===== src/rtl/gpio_pkg.sv =====
package gpio_pkg;

  localparam int WIN_LSB_W = 7;  // 0x80-byte window per group

  typedef enum logic [1:0] {
    OP_WRITE = 2'd0,
    OP_CLR   = 2'd1,
    OP_SET   = 2'd2,
    OP_TGL   = 2'd3
  } alias_op_e;

  typedef enum logic [1:0] {
    RS_DIR  = 2'd0,
    RS_OUT  = 2'd1,
    RS_PULL = 2'd2,
    RS_NONE = 2'd3
  } reg_sel_e;

  // Decode an in-group offset into the addressed register.
  function automatic reg_sel_e decode_sel(input logic [WIN_LSB_W-1:0] off);
    reg_sel_e s;
    s = RS_NONE;
    if (off[1:0] == 2'b00) begin
      if (off[6:4] == 3'd0)                            s = RS_DIR;
      else if (off[6:4] == 3'd1)                       s = RS_OUT;
      else if (off[6:4] == 3'd4 && off[3:2] == 2'b00)  s = RS_PULL;
    end
    return s;
  endfunction

endpackage


===== src/rtl/gpio_alias_apply.sv =====
module gpio_alias_apply
  import gpio_pkg::*;
#(
  parameter int W = 32
) (
  input  logic [W-1:0] cur,
  input  logic [W-1:0] mask,
  input  alias_op_e    op,
  output logic [W-1:0] nxt
);

  always_comb begin
    unique case (op)
      OP_WRITE: nxt = mask;
      OP_CLR:   nxt = cur & ~mask;
      OP_SET:   nxt = cur | mask;
      OP_TGL:   nxt = cur ^ mask;
      default:  nxt = cur;
    endcase
  end

endmodule


===== src/rtl/gpio_group.sv =====
module gpio_group
  import gpio_pkg::*;
#(
  parameter int PINS = 32
) (
  input  logic            clk,
  input  logic            rst,
  input  logic            wr_en,
  input  logic            wp,
  input  reg_sel_e        sel,
  input  alias_op_e       op,
  input  logic [PINS-1:0] wdata,
  output logic [PINS-1:0] dir_q,
  output logic [PINS-1:0] out_q,
  output logic [PINS-1:0] pen_q
);

  logic [PINS-1:0] dir_nxt;
  logic [PINS-1:0] out_nxt;

  gpio_alias_apply #(.W(PINS)) u_dir_alias (
    .cur(dir_q), .mask(wdata), .op(op), .nxt(dir_nxt)
  );

  gpio_alias_apply #(.W(PINS)) u_out_alias (
    .cur(out_q), .mask(wdata), .op(op), .nxt(out_nxt)
  );

  always_ff @(posedge clk) begin
    if (rst) begin
      dir_q <= '0;
      out_q <= '0;
      pen_q <= '0;
    end else if (wr_en) begin
      if (sel == RS_DIR && !wp) dir_q <= dir_nxt;
      if (sel == RS_OUT && !wp) out_q <= out_nxt;
      if (sel == RS_PULL)       pen_q <= wdata;
    end
  end


  wp_dir_hold_chk: assert property (@(posedge clk) disable iff (rst)
    (wr_en && wp && sel != RS_PULL) |=> ($stable(dir_q) && $stable(out_q)));


  out_clr_chk: assert property (@(posedge clk) disable iff (rst)
    (wr_en && !wp && sel == RS_OUT && op == OP_CLR) |=> ((out_q & $past(wdata)) == '0));


  out_set_chk: assert property (@(posedge clk) disable iff (rst)
    (wr_en && !wp && sel == RS_OUT && op == OP_SET) |=> ((out_q & $past(wdata)) == $past(wdata)));


  dir_tgl_chk: assert property (@(posedge clk) disable iff (rst)
    (wr_en && !wp && sel == RS_DIR && op == OP_TGL) |=> (dir_q == ($past(dir_q) ^ $past(wdata))));

endmodule


===== src/rtl/gpio_port_ctrl.sv =====
module gpio_port_ctrl
  import gpio_pkg::*;
#(
  parameter int NUM_GROUPS = 2,
  parameter int PINS       = 32,
  parameter int ADDR_W     = 12
) (
  input  logic                       clk,
  input  logic                       rst,
  input  logic                       bus_req,
  input  logic                       bus_we,
  input  logic [ADDR_W-1:0]          bus_addr,
  input  logic [PINS-1:0]            bus_wdata,
  input  logic                       wr_protect,
  output logic                       rsp_valid,
  output logic [PINS-1:0]            rsp_rdata,
  output logic                       rsp_err,
  output logic [NUM_GROUPS*PINS-1:0] pin_oe,
  output logic [NUM_GROUPS*PINS-1:0] pin_level,
  output logic [NUM_GROUPS*PINS-1:0] pin_pull_up,
  output logic [NUM_GROUPS*PINS-1:0] pin_pull_dn
);

  localparam int GRP_W = ADDR_W - WIN_LSB_W;

  logic [WIN_LSB_W-1:0] offs;
  logic [GRP_W-1:0]     grp_field;
  reg_sel_e             sel;
  alias_op_e            op;
  logic [NUM_GROUPS-1:0] grp_hit;
  logic [PINS-1:0]      dir_a [NUM_GROUPS];
  logic [PINS-1:0]      out_a [NUM_GROUPS];
  logic [PINS-1:0]      pen_a [NUM_GROUPS];
  logic [PINS-1:0]      rd_val;
  logic                 blocked;

  assign offs      = bus_addr[WIN_LSB_W-1:0];
  assign grp_field = bus_addr[ADDR_W-1:WIN_LSB_W];
  assign sel       = decode_sel(offs);
  assign op        = alias_op_e'(offs[3:2]);

  for (genvar g = 0; g < NUM_GROUPS; g++) begin : g_grp
    assign grp_hit[g] = (grp_field == GRP_W'(g));

    gpio_group #(.PINS(PINS)) u_group (
      .clk   (clk),
      .rst   (rst),
      .wr_en (bus_req && bus_we && grp_hit[g]),
      .wp    (wr_protect),
      .sel   (sel),
      .op    (op),
      .wdata (bus_wdata),
      .dir_q (dir_a[g]),
      .out_q (out_a[g]),
      .pen_q (pen_a[g])
    );

    // Pin view: pulls only act on inputs.
    assign pin_oe[g*PINS +: PINS]      = dir_a[g];
    assign pin_level[g*PINS +: PINS]   = out_a[g];
    assign pin_pull_up[g*PINS +: PINS] = pen_a[g] & ~dir_a[g] &  out_a[g];
    assign pin_pull_dn[g*PINS +: PINS] = pen_a[g] & ~dir_a[g] & ~out_a[g];
  end

  always_comb begin
    rd_val = '0;
    for (int g = 0; g < NUM_GROUPS; g++) begin
      if (grp_hit[g]) begin
        unique case (sel)
          RS_DIR:  rd_val = dir_a[g];
          RS_OUT:  rd_val = out_a[g];
          RS_PULL: rd_val = pen_a[g];
          default: rd_val = '0;
        endcase
      end
    end
  end

  assign blocked = bus_req && bus_we && wr_protect && (|grp_hit)
                   && (sel == RS_DIR || sel == RS_OUT);

  always_ff @(posedge clk) begin
    if (rst) begin
      rsp_valid <= 1'b0;
      rsp_rdata <= '0;
      rsp_err   <= 1'b0;
    end else begin
      rsp_valid <= bus_req;
      rsp_rdata <= (bus_req && !bus_we) ? rd_val : '0;
      rsp_err   <= blocked;
    end
  end


  rsp_follow_chk: assert property (@(posedge clk) disable iff (rst)
    bus_req |=> rsp_valid);


  rsp_idle_chk: assert property (@(posedge clk) disable iff (rst)
    !bus_req |=> (!rsp_valid && !rsp_err));


  wp_err_chk: assert property (@(posedge clk) disable iff (rst)
    (bus_req && !bus_we) |=> !rsp_err);


  pull_excl_chk: assert property (@(posedge clk) disable iff (rst)
    (((pin_pull_up | pin_pull_dn) & pin_oe) == '0) && ((pin_pull_up & pin_pull_dn) == '0));

endmodule


===== config.mk =====
export PLATFORM = sky130hd
export DESIGN_NAME = gpio_port_ctrl
export DESIGN_NICKNAME = d
export VERILOG_FILES = /design/src/rtl/gpio_pkg.sv /design/src/rtl/gpio_alias_apply.sv /design/src/rtl/gpio_group.sv /design/src/rtl/gpio_port_ctrl.sv
export SDC_FILE = /design/constraint.sdc
export NUM_CORES = 1
export LEC_CHECK = 0
export CORE_MARGIN = 4
export CORE_UTILIZATION = 54
export DETAILED_ROUTE_END_ITERATION = 8
export PLACE_DENSITY = 0.83
export SETUP_SLACK_MARGIN = 0.1
export SYNTH_ARGS = -nofsm -noshare
export SYNTH_HDL_FRONTEND = slang
export SYNTH_SLANG_ARGS = --single-unit
export TNS_END_PERCENT = 100

===== constraint.sdc =====
create_clock -name clk -period 2.4 [get_ports clk]
set_clock_uncertainty 0.15 [all_clocks]
set_input_delay 0.48 -clock clk [delete_from_list [all_inputs] [get_ports clk]]
set_output_delay 0.48 -clock clk [all_outputs]
set_load 0.05 [all_outputs]

After elaboration in Yosys (flattened, before gate mapping)
Index checks and enable logic that the tools add are counted.
W data, S select, Z words.
- equality and inequality tests: 8
- multiplexer cells: 12
- bitwise operators: 24
- reduce and logical (&&, ||, !) cells: 26
- operators by type and width (operator ; count):
    $pmux W32 S4 ; 4
    $and A32 B32 Y32 ; 10
    $pmux W32 S3 ; 2
    $not A32 Y32 ; 5
    $or A32 B32 Y32 ; 4
    $xor A32 B32 Y32 ; 4
    $mux W32 ; 2
    $reduce_and A2 Y1 ; 6
    $logic_and A1 B1 Y1 ; 10
    $eq A2 B2 Y1 const B ; 3
    $logic_not A2 Y1 ; 3
    $mux W2 ; 3
    $eq A5 B1 Y1 const B ; 1
    $logic_not A5 Y1 ; 1
    $eq A2 B1 Y1 const B ; 2
    $reduce_or A2 Y1 ; 2
    $eq A3 B1 Y1 const B ; 1
    $eq A3 B3 Y1 const B ; 1
    $logic_not A3 Y1 ; 1
    $logic_not A1 Y1 ; 2
    $logic_or A1 B1 Y1 ; 1
    $mux W1 ; 1
    $not A1 Y1 ; 1
- flip-flop bits (word level): 226
- output and inout port bits: 290
- word-level logic and storage cells: 79

Depth between registers and ports, before layout
Gate-level depths: netlist of the first run.
- depth in word-level cells: 10
- depth in mapped cells: 7

Modules after synthesis
From an unflattened synthesis of the first run, not the netlist that was laid out.
- cell total of the unflattened synthesis: 2060
- area total of the unflattened synthesis: 20292.0 µm²
- by module, submodules not included (module ; instances ; cells an instance ; area an instance (µm²) ; seq. area each (µm²)):
    gpio_group ; 2 ; 419 ; 4320.4 ; 1921.8
    gpio_alias_apply (g_grp[0].u_group.u_out_alias ...) ; 3 ; 200 ; 1996.9 ; 0.0
    gpio_port_ctrl ; 1 ; 422 ; 3674.8 ; 680.7
    gpio_alias_apply (g_grp[0].u_group.u_dir_alias) ; 1 ; 200 ; 1985.7 ; 0.0

Worst setup path before layout of the first run
OpenSTA, ideal clock, no wires.
- path type: input to register
- start: input bus_addr[11]
- end: register g_grp[1].u_group.out_q[10]
- data arrival time: 1.992 ns
- data required time: 2.116 ns
- path slack: 0.124 ns
- stages on the path: 6
- path buffers: 2
- path through: or4_1 -> buf_2 -> or3_4 -> nor3_4 -> buf_2 -> a211oi_1
- cells in the longest elaborated chain, start to end: 3
- RTL lines (what ; RTL line ; text):
    start: declaration ; gpio_port_ctrl.sv:12 ; input logic [ADDR_W-1:0] bus_addr,
    $eq A5 B1 Y1 ; gpio_port_ctrl.sv:43 ; assign grp_hit[g] = (grp_field == GRP_W'(g));
    $logic_and A1 B1 Y1 ; gpio_port_ctrl.sv:48 ; .wr_en (bus_req && bus_we && grp_hit[g]),
    $reduce_and A2 Y1 (no line) ; n/a ;
    end signal: assignment ; gpio_group.sv:36 ; if (sel == RS_OUT && !wp) out_q <= out_nxt;
    end: declaration ; gpio_group.sv:14 ; output logic [PINS-1:0] out_q,
Every way passes these cells.
A chain may end at the register's enable or synchronous reset.

Final worst setup path of the first run
- start: register rsp_rdata[13]
- end: output rsp_rdata[13]
- RTL lines (what ; RTL line ; text):
    start: declaration ; gpio_port_ctrl.sv:16 ; output logic [PINS-1:0] rsp_rdata,
    start signal: assignment ; gpio_port_ctrl.sv:89 ; rsp_rdata <= (bus_req && !bus_we) ? rd_val : '0;
No word-level cell between the ends.

==> results.cfg, run 1 <==
[status]
outcome = finished, final reports clean

[grt]
grt_use_total = 0.337
overflow = 0
antenna_found_initial = 1
grt_pass1_wl_mm = 97.9
grt_max_degree = 196
grt_pass1_vias = 17700

[job]
drv_cap = 0

[detailed_routing]
drt_first_pass_iters = 5
routed-via-count = 18100
routedWlPerCell_um = 22.7
drt_first_iter_violations = 1983
ant_nets = 0
vias_per_cell = 6.51
wl_mm = 62.9
drcViolationCount = 0

[setup_path]
reg2reg_to = g_grp[1].u_group.out_q[7]
path_class = reg2out
crit_arrival_ns = 1.65
reg2reg_setup_slack_ns = 0.67
critPathRequiredTime_ns = 1.77
reg2reg_from = g_grp[1].u_group.out_q[7]
cp_num_buf_inv = 1
critPathMaxFanout = 1
end_kind = output port
critPathMaxStageDelay_ns = 0.80
worstPathCellList = clkdlybuf4s50_1
critPathLaunchType = register
cp_top_family = buffers and inverters
crit_slowest_cell = clkdlybuf4s50_1
reg2regPathDepth = 5

[sta]
hold_violations = 0
tightestPinTransition_ns = 0.955
slew_violations = 0
setup_viol = 0
fmax_mhz = 438
slew_headroom = 0.364
min_period_over_period = 0.952
holdWs_ns = 0.133
fin_crit_ns = 2.28
rsz0062_at_grt = true

[die]
initial_core_util = 0.547
rows = 65
die_h_um = 187
io_pins = 339
die-area_um2 = 35000
core_area_um2 = 31600
die_w_um = 187

[clocking]
cts_tree = done
clock_latency_ns = 0.55
cts_buffers = 27
cts_max_level = 1
cts.path.max_buffers = 3
clk_pin_slew_ns = 0.06
cts_sinks = 226
clockRootBuffer = clkbuf_16

[logic_synthesis]
synth_edf_count = 0
avgSynthCellArea_um2 = 8.64
ys_dominant_reg_cell = dfxtp_1
yosysWarnings = 0
synthCells = 2005
synthArstFlopShare = 0
ys_ff_latch = 226
syn-num-nets = 2310
ys_seq_area_frac = 0.261
synth_area_um2 = 17300
synth_cell_types = 37

[placed_design]
portBuffers = 338
gp_congestion = 0.917
dp_hpwl_mm = 42.6

[worst_hold_path]
whs_path_depth = 3
hp-class = in2reg
min_to = rsp_valid
worstHoldStart = rst

[layout]
final_cell_mix = 289 x a21oi_1, 283 x a211oi_1, 256 x ha_1, 224 x buf_4, 221 x dfxtp_1
synthToLayoutAreaGrowth_pct = 30.9
ff_latch_area_um2 = 4530
antenna_cells = 0
utilization = 0.717
final_nets = 2659
final_common_cell = a21oi_1
fill_cells = 2315
multi_input_area_um2 = 11500
layout-drive-gt1-share = 0.225

[power]
max-vdd-ir-drop_mv = 0.495
leakagePower_nw = 10.4
total_power_mw = 8.93
power.density_nw_per_um2 = 394
[timing repair]
action                     in CTS  in global routing
hold buffers                    0                  0
gates cloned                    1                  0
setup endpoints to repair     335                 95
gates resized for setup       229                 23
pin swaps                       5                  1
buffers inserted                3                  1
[layer usage]
layer,up-vias,wire length (um),share of wire,track usage
li1,8101,-,-,-
met1,8536,24700,0.39,0.445
met2,1180,28000,0.44,0.541
met3,245,6830,0.11,0.0571
met4,2,3360,0.053,0.156
met5,-,12,0.00019,0
[Yosys cell counts, drive strengths merged, types with 2 or more instances]
| cell type | number | area, um^2 |
|---|---|---|
| nor3 | 6 | 41.3 |
| and2 | 6 | 37.5 |
| dfxtp | 226 | 4520 |
| o21ba | 10 | 100 |
| a32oi | 20 | 175 |
| inv | 162 | 608 |
| buf | 51 | 278 |
| a221oi | 43 | 377 |
| o21ai | 37 | 185 |
| nor2 | 65 | 246 |
| nand3b | 10 | 75.1 |
| nand2 | 36 | 135 |
| a211oi | 284 | 2130 |
| nor4 | 5 | 65.1 |
| a21oi | 289 | 1450 |
| nand3 | 42 | 210 |
| mux2 | 160 | 1800 |
| nor2b | 2 | 12.5 |
| mux2i | 32 | 320 |
| ha | 256 | 3200 |
| clkbuf | 127 | 477 |
| and3 | 128 | 801 |
[cell families (layout without fill, tap and decap cells)]
logic type               count (synthesis)  after routing  synth area share
AND/OR/NAND/NOR                        306            306            0.0967
buffers and inverters                  340            708            0.0787
adder cells (fa/ha/maj)                256            256             0.185
multiplexers                           192            192             0.123
AO/OA/AOI/OAI                          685            685             0.256
flip-flops                             226            226             0.261
[power breakdown]
part	total, mW	switching (mW)	internal (mW)
clock	3.97	1.71	2.27
combinational	1.21	0.702	0.503
sequential	3.75	0.00108	3.75
total	8.93	2.41	6.52
[worst max-delay path by stage]
stage	startpoint	slack [ns]	cells past startpoint	end
after floorplan	bus_addr[11]	0.12	6	g_grp[1].u_group.out_q[10]
after global placement	bus_addr[10]	-0.59	7	g_grp[1].u_group.out_q[20]
after detailed placement	bus_addr[10]	-0.63	7	g_grp[1].u_group.out_q[9]
after CTS	g_grp[1].u_group.out_q[7]	0.02	3	pin_pull_dn[39]
after global routing	bus_addr[11]	0.07	8	g_grp[1].u_group.out_q[9]
final	rsp_rdata[13]	0.12	1	rsp_rdata[13]
[stage by stage]
step	std cells	TNS, ns	area, um^2	setup WS [ns]
after floorplan	2005	0	17300	0.124
after global placement	2722	-101.79	21900	-0.587
after detailed placement	2722	-106.01	21900	-0.626
after CTS	2774	0	22600	0.0197
after global routing	2775	0	22700	0.0729
final	2775	0	22700	0.116
[layout make-up]
class,instances,share of cell area
clock buffers,40,0.0333
clock inverters,8,0.00304
inverters,162,0.0268
multi-input cells,1439,0.508
flip-flops and latches,226,0.200
well taps,402,0.0222
repair buffers,498,0.207
[registers in the layout, summed over array words and instances (netlist names)]
signal and flops:
g_grp.u_group.dir_q 64, rsp_rdata 32, g_grp.u_group.pen_q 64, g_grp.u_group.out_q 64, rsp_valid 1, rsp_err 1
(Power assumes the default switching activity.)
==> run 2, diff against run 1 <==
--- a/config.mk
+++ b/config.mk
@@ -10,6 +10,7 @@
 export DETAILED_ROUTE_END_ITERATION = 8
 export PLACE_DENSITY = 0.83
 export SETUP_SLACK_MARGIN = 0.1
+export SLEW_MARGIN = 40
 export SYNTH_ARGS = -nofsm -noshare
 export SYNTH_HDL_FRONTEND = slang
 export SYNTH_SLANG_ARGS = --single-unit
==> results.cfg, run 2 (same netlist as run 1, synthesis figures left out) <==
[status]
outcome = finished, final reports clean

[power]
pwr-share-clk = 0.444
power_frac_seq = 0.420
power_switching_mw = 2.41
power.density_nw_per_um2 = 394
switching_share = 0.270
total_power_mw = 8.94
combPwrFrac = 0.136
intPower_mw = 6.53
leakagePower_nw = 10.4
max-vdd-ir-drop_mv = 0.492

[setup_path]
end_kind = output port
critPathLaunchType = register
cp_num_buf_inv = 1
reg2regPathDepth = 5
reg2reg_setup_slack_ns = 0.67
worstPathCellList = clkdlybuf4s50_1
crit_arrival_ns = 1.66
critPathMaxStageDelay_ns = 0.80
critPathMaxFanout = 1
cp.depth = 1
crit_slowest_cell = clkdlybuf4s50_1
path_class = reg2out
cp_top_family = buffers and inverters
critPathRequiredTime_ns = 1.77

[grt]
grt_pass1_wl_mm = 97.9
antenna_found_initial = 1
grt_pass1_vias = 17700
grt_max_degree = 196
grt_use_total = 0.337
overflow = 0

[detailed_routing]
drcViolationCount = 0
ant_nets = 0
vias_per_cell = 6.49
routed-via-count = 18000
routedWlPerCell_um = 22.7
wl_mm = 63.0
drt_first_iter_violations = 2057
drt_first_pass_iters = 5

[clocking]
cts_buffers = 27
clk_pin_slew_ns = 0.06
clock_latency_ns = 0.55
cts-hold-fix-buffers = 0
cts_sinks = 226
clockRootBuffer = clkbuf_16
cts.path.max_buffers = 3
cts_max_level = 1
cts_tree = done

[layout]
antenna_cells = 0
final_nets = 2660
utilization = 0.718
reg.largest.list = g_grp.u_group.dir_q: 64 flops, g_grp.u_group.out_q: 64 flops, g_grp.u_group.pen_q: 64 flops
final_cell_mix = 289 x a21oi_1, 283 x a211oi_1, 256 x ha_1, 224 x buf_4, 221 x dfxtp_1
final_common_cell = a21oi_1
synthToLayoutAreaGrowth_pct = 31.1
layout-drive-gt1-share = 0.225
fill_cells = 2309

[die]
die_w_um = 187
core_area_um2 = 31600
rows = 65
initial_core_util = 0.547
die_h_um = 187
die-area_um2 = 35000
io_pins = 339

[sta]
fin_crit_ns = 2.29
tightestPinTransition_ns = 0.747
tns_ns = 0
slew_violations = 0
fmax_mhz = 437
rsz0062_at_grt = true
min_period_over_period = 0.954
hold_violations = 0
slew_headroom = 0.502
setup_viol = 0

[job]
drv_cap = 0

[placed_design]
portBuffers = 338
dp_hpwl_mm = 42.6
gp_congestion = 0.917

[worst_hold_path]
hp-class = in2reg
whs_path_depth = 3
## run 2: worst register-to-register path, cell delays in order (launching register included)
cell	delay (ns)
dfxtp_1	0.44
inv_1	0.13
ha_1	0.28
mux2_2	0.26
a21oi_1	0.22
a211oi_1	0.11
## run 2: final cells by class
cell class,count,area [um^2],area share
inverter,162,608,0.0268
tap,402,503,0.0222
multi-input combinational,1439,11500,0.508
sequential,226,4530,0.200
clock buffer,40,754,0.0332
timing repair buffer,499,4710,0.208
clock inverter,8,68.8,0.00303
## run 2: final timing paths
kind                                   start                          to
hold / removal                           rst                   rsp_valid
hold reg to reg   g_grp[1].u_group.pen_q[12]  g_grp[1].u_group.pen_q[12]
setup reg to reg   g_grp[1].u_group.out_q[7]   g_grp[1].u_group.out_q[7]
setup / recovery               rsp_rdata[13]               rsp_rdata[13]
## run 2: routing by layer
layer / GRT usage / vias up / wire (um)
li1: - / 8106 / -
met1: 0.445 / 8482 / 24900
met2: 0.541 / 1184 / 28200
met3: 0.0571 / 240 / 6670
met4: 0.156 / 2 / 3180
met5: 0 / - / 13
## run 2: power groups by stage
stage / sequential (mW) / combinational (mW) / clock [mW]
CTS: 3.75 / 1.18 / 4.00
finish: 3.75 / 1.21 / 3.97
global route: 3.75 / 1.31 / 4.16
detailed placement: 3.84 / 1.16 / 0
global placement: 3.84 / 1.11 / 0
floorplan: 3.84 / 0.724 / 0
## run 2: timing repair
item	in CTS	in global routing
gates resized for setup	229	23
cloned	1	0
pin swaps	5	1
endpoints found under the setup margin	335	95
setup buffers	3	1
## run 2: per-stage QoR
step	cell area, um^2	hold WS (ns)	std cells	worst slack (ns)
after floorplan	17300	0.318	2005	0.124
after global placement	21900	0.334	2722	-0.587
after detailed placement	21900	0.339	2722	-0.626
after CTS	22600	0.124	2774	0.0197
after global routing	22700	0.141	2776	0.0729
final	22700	0.132	2776	0.111
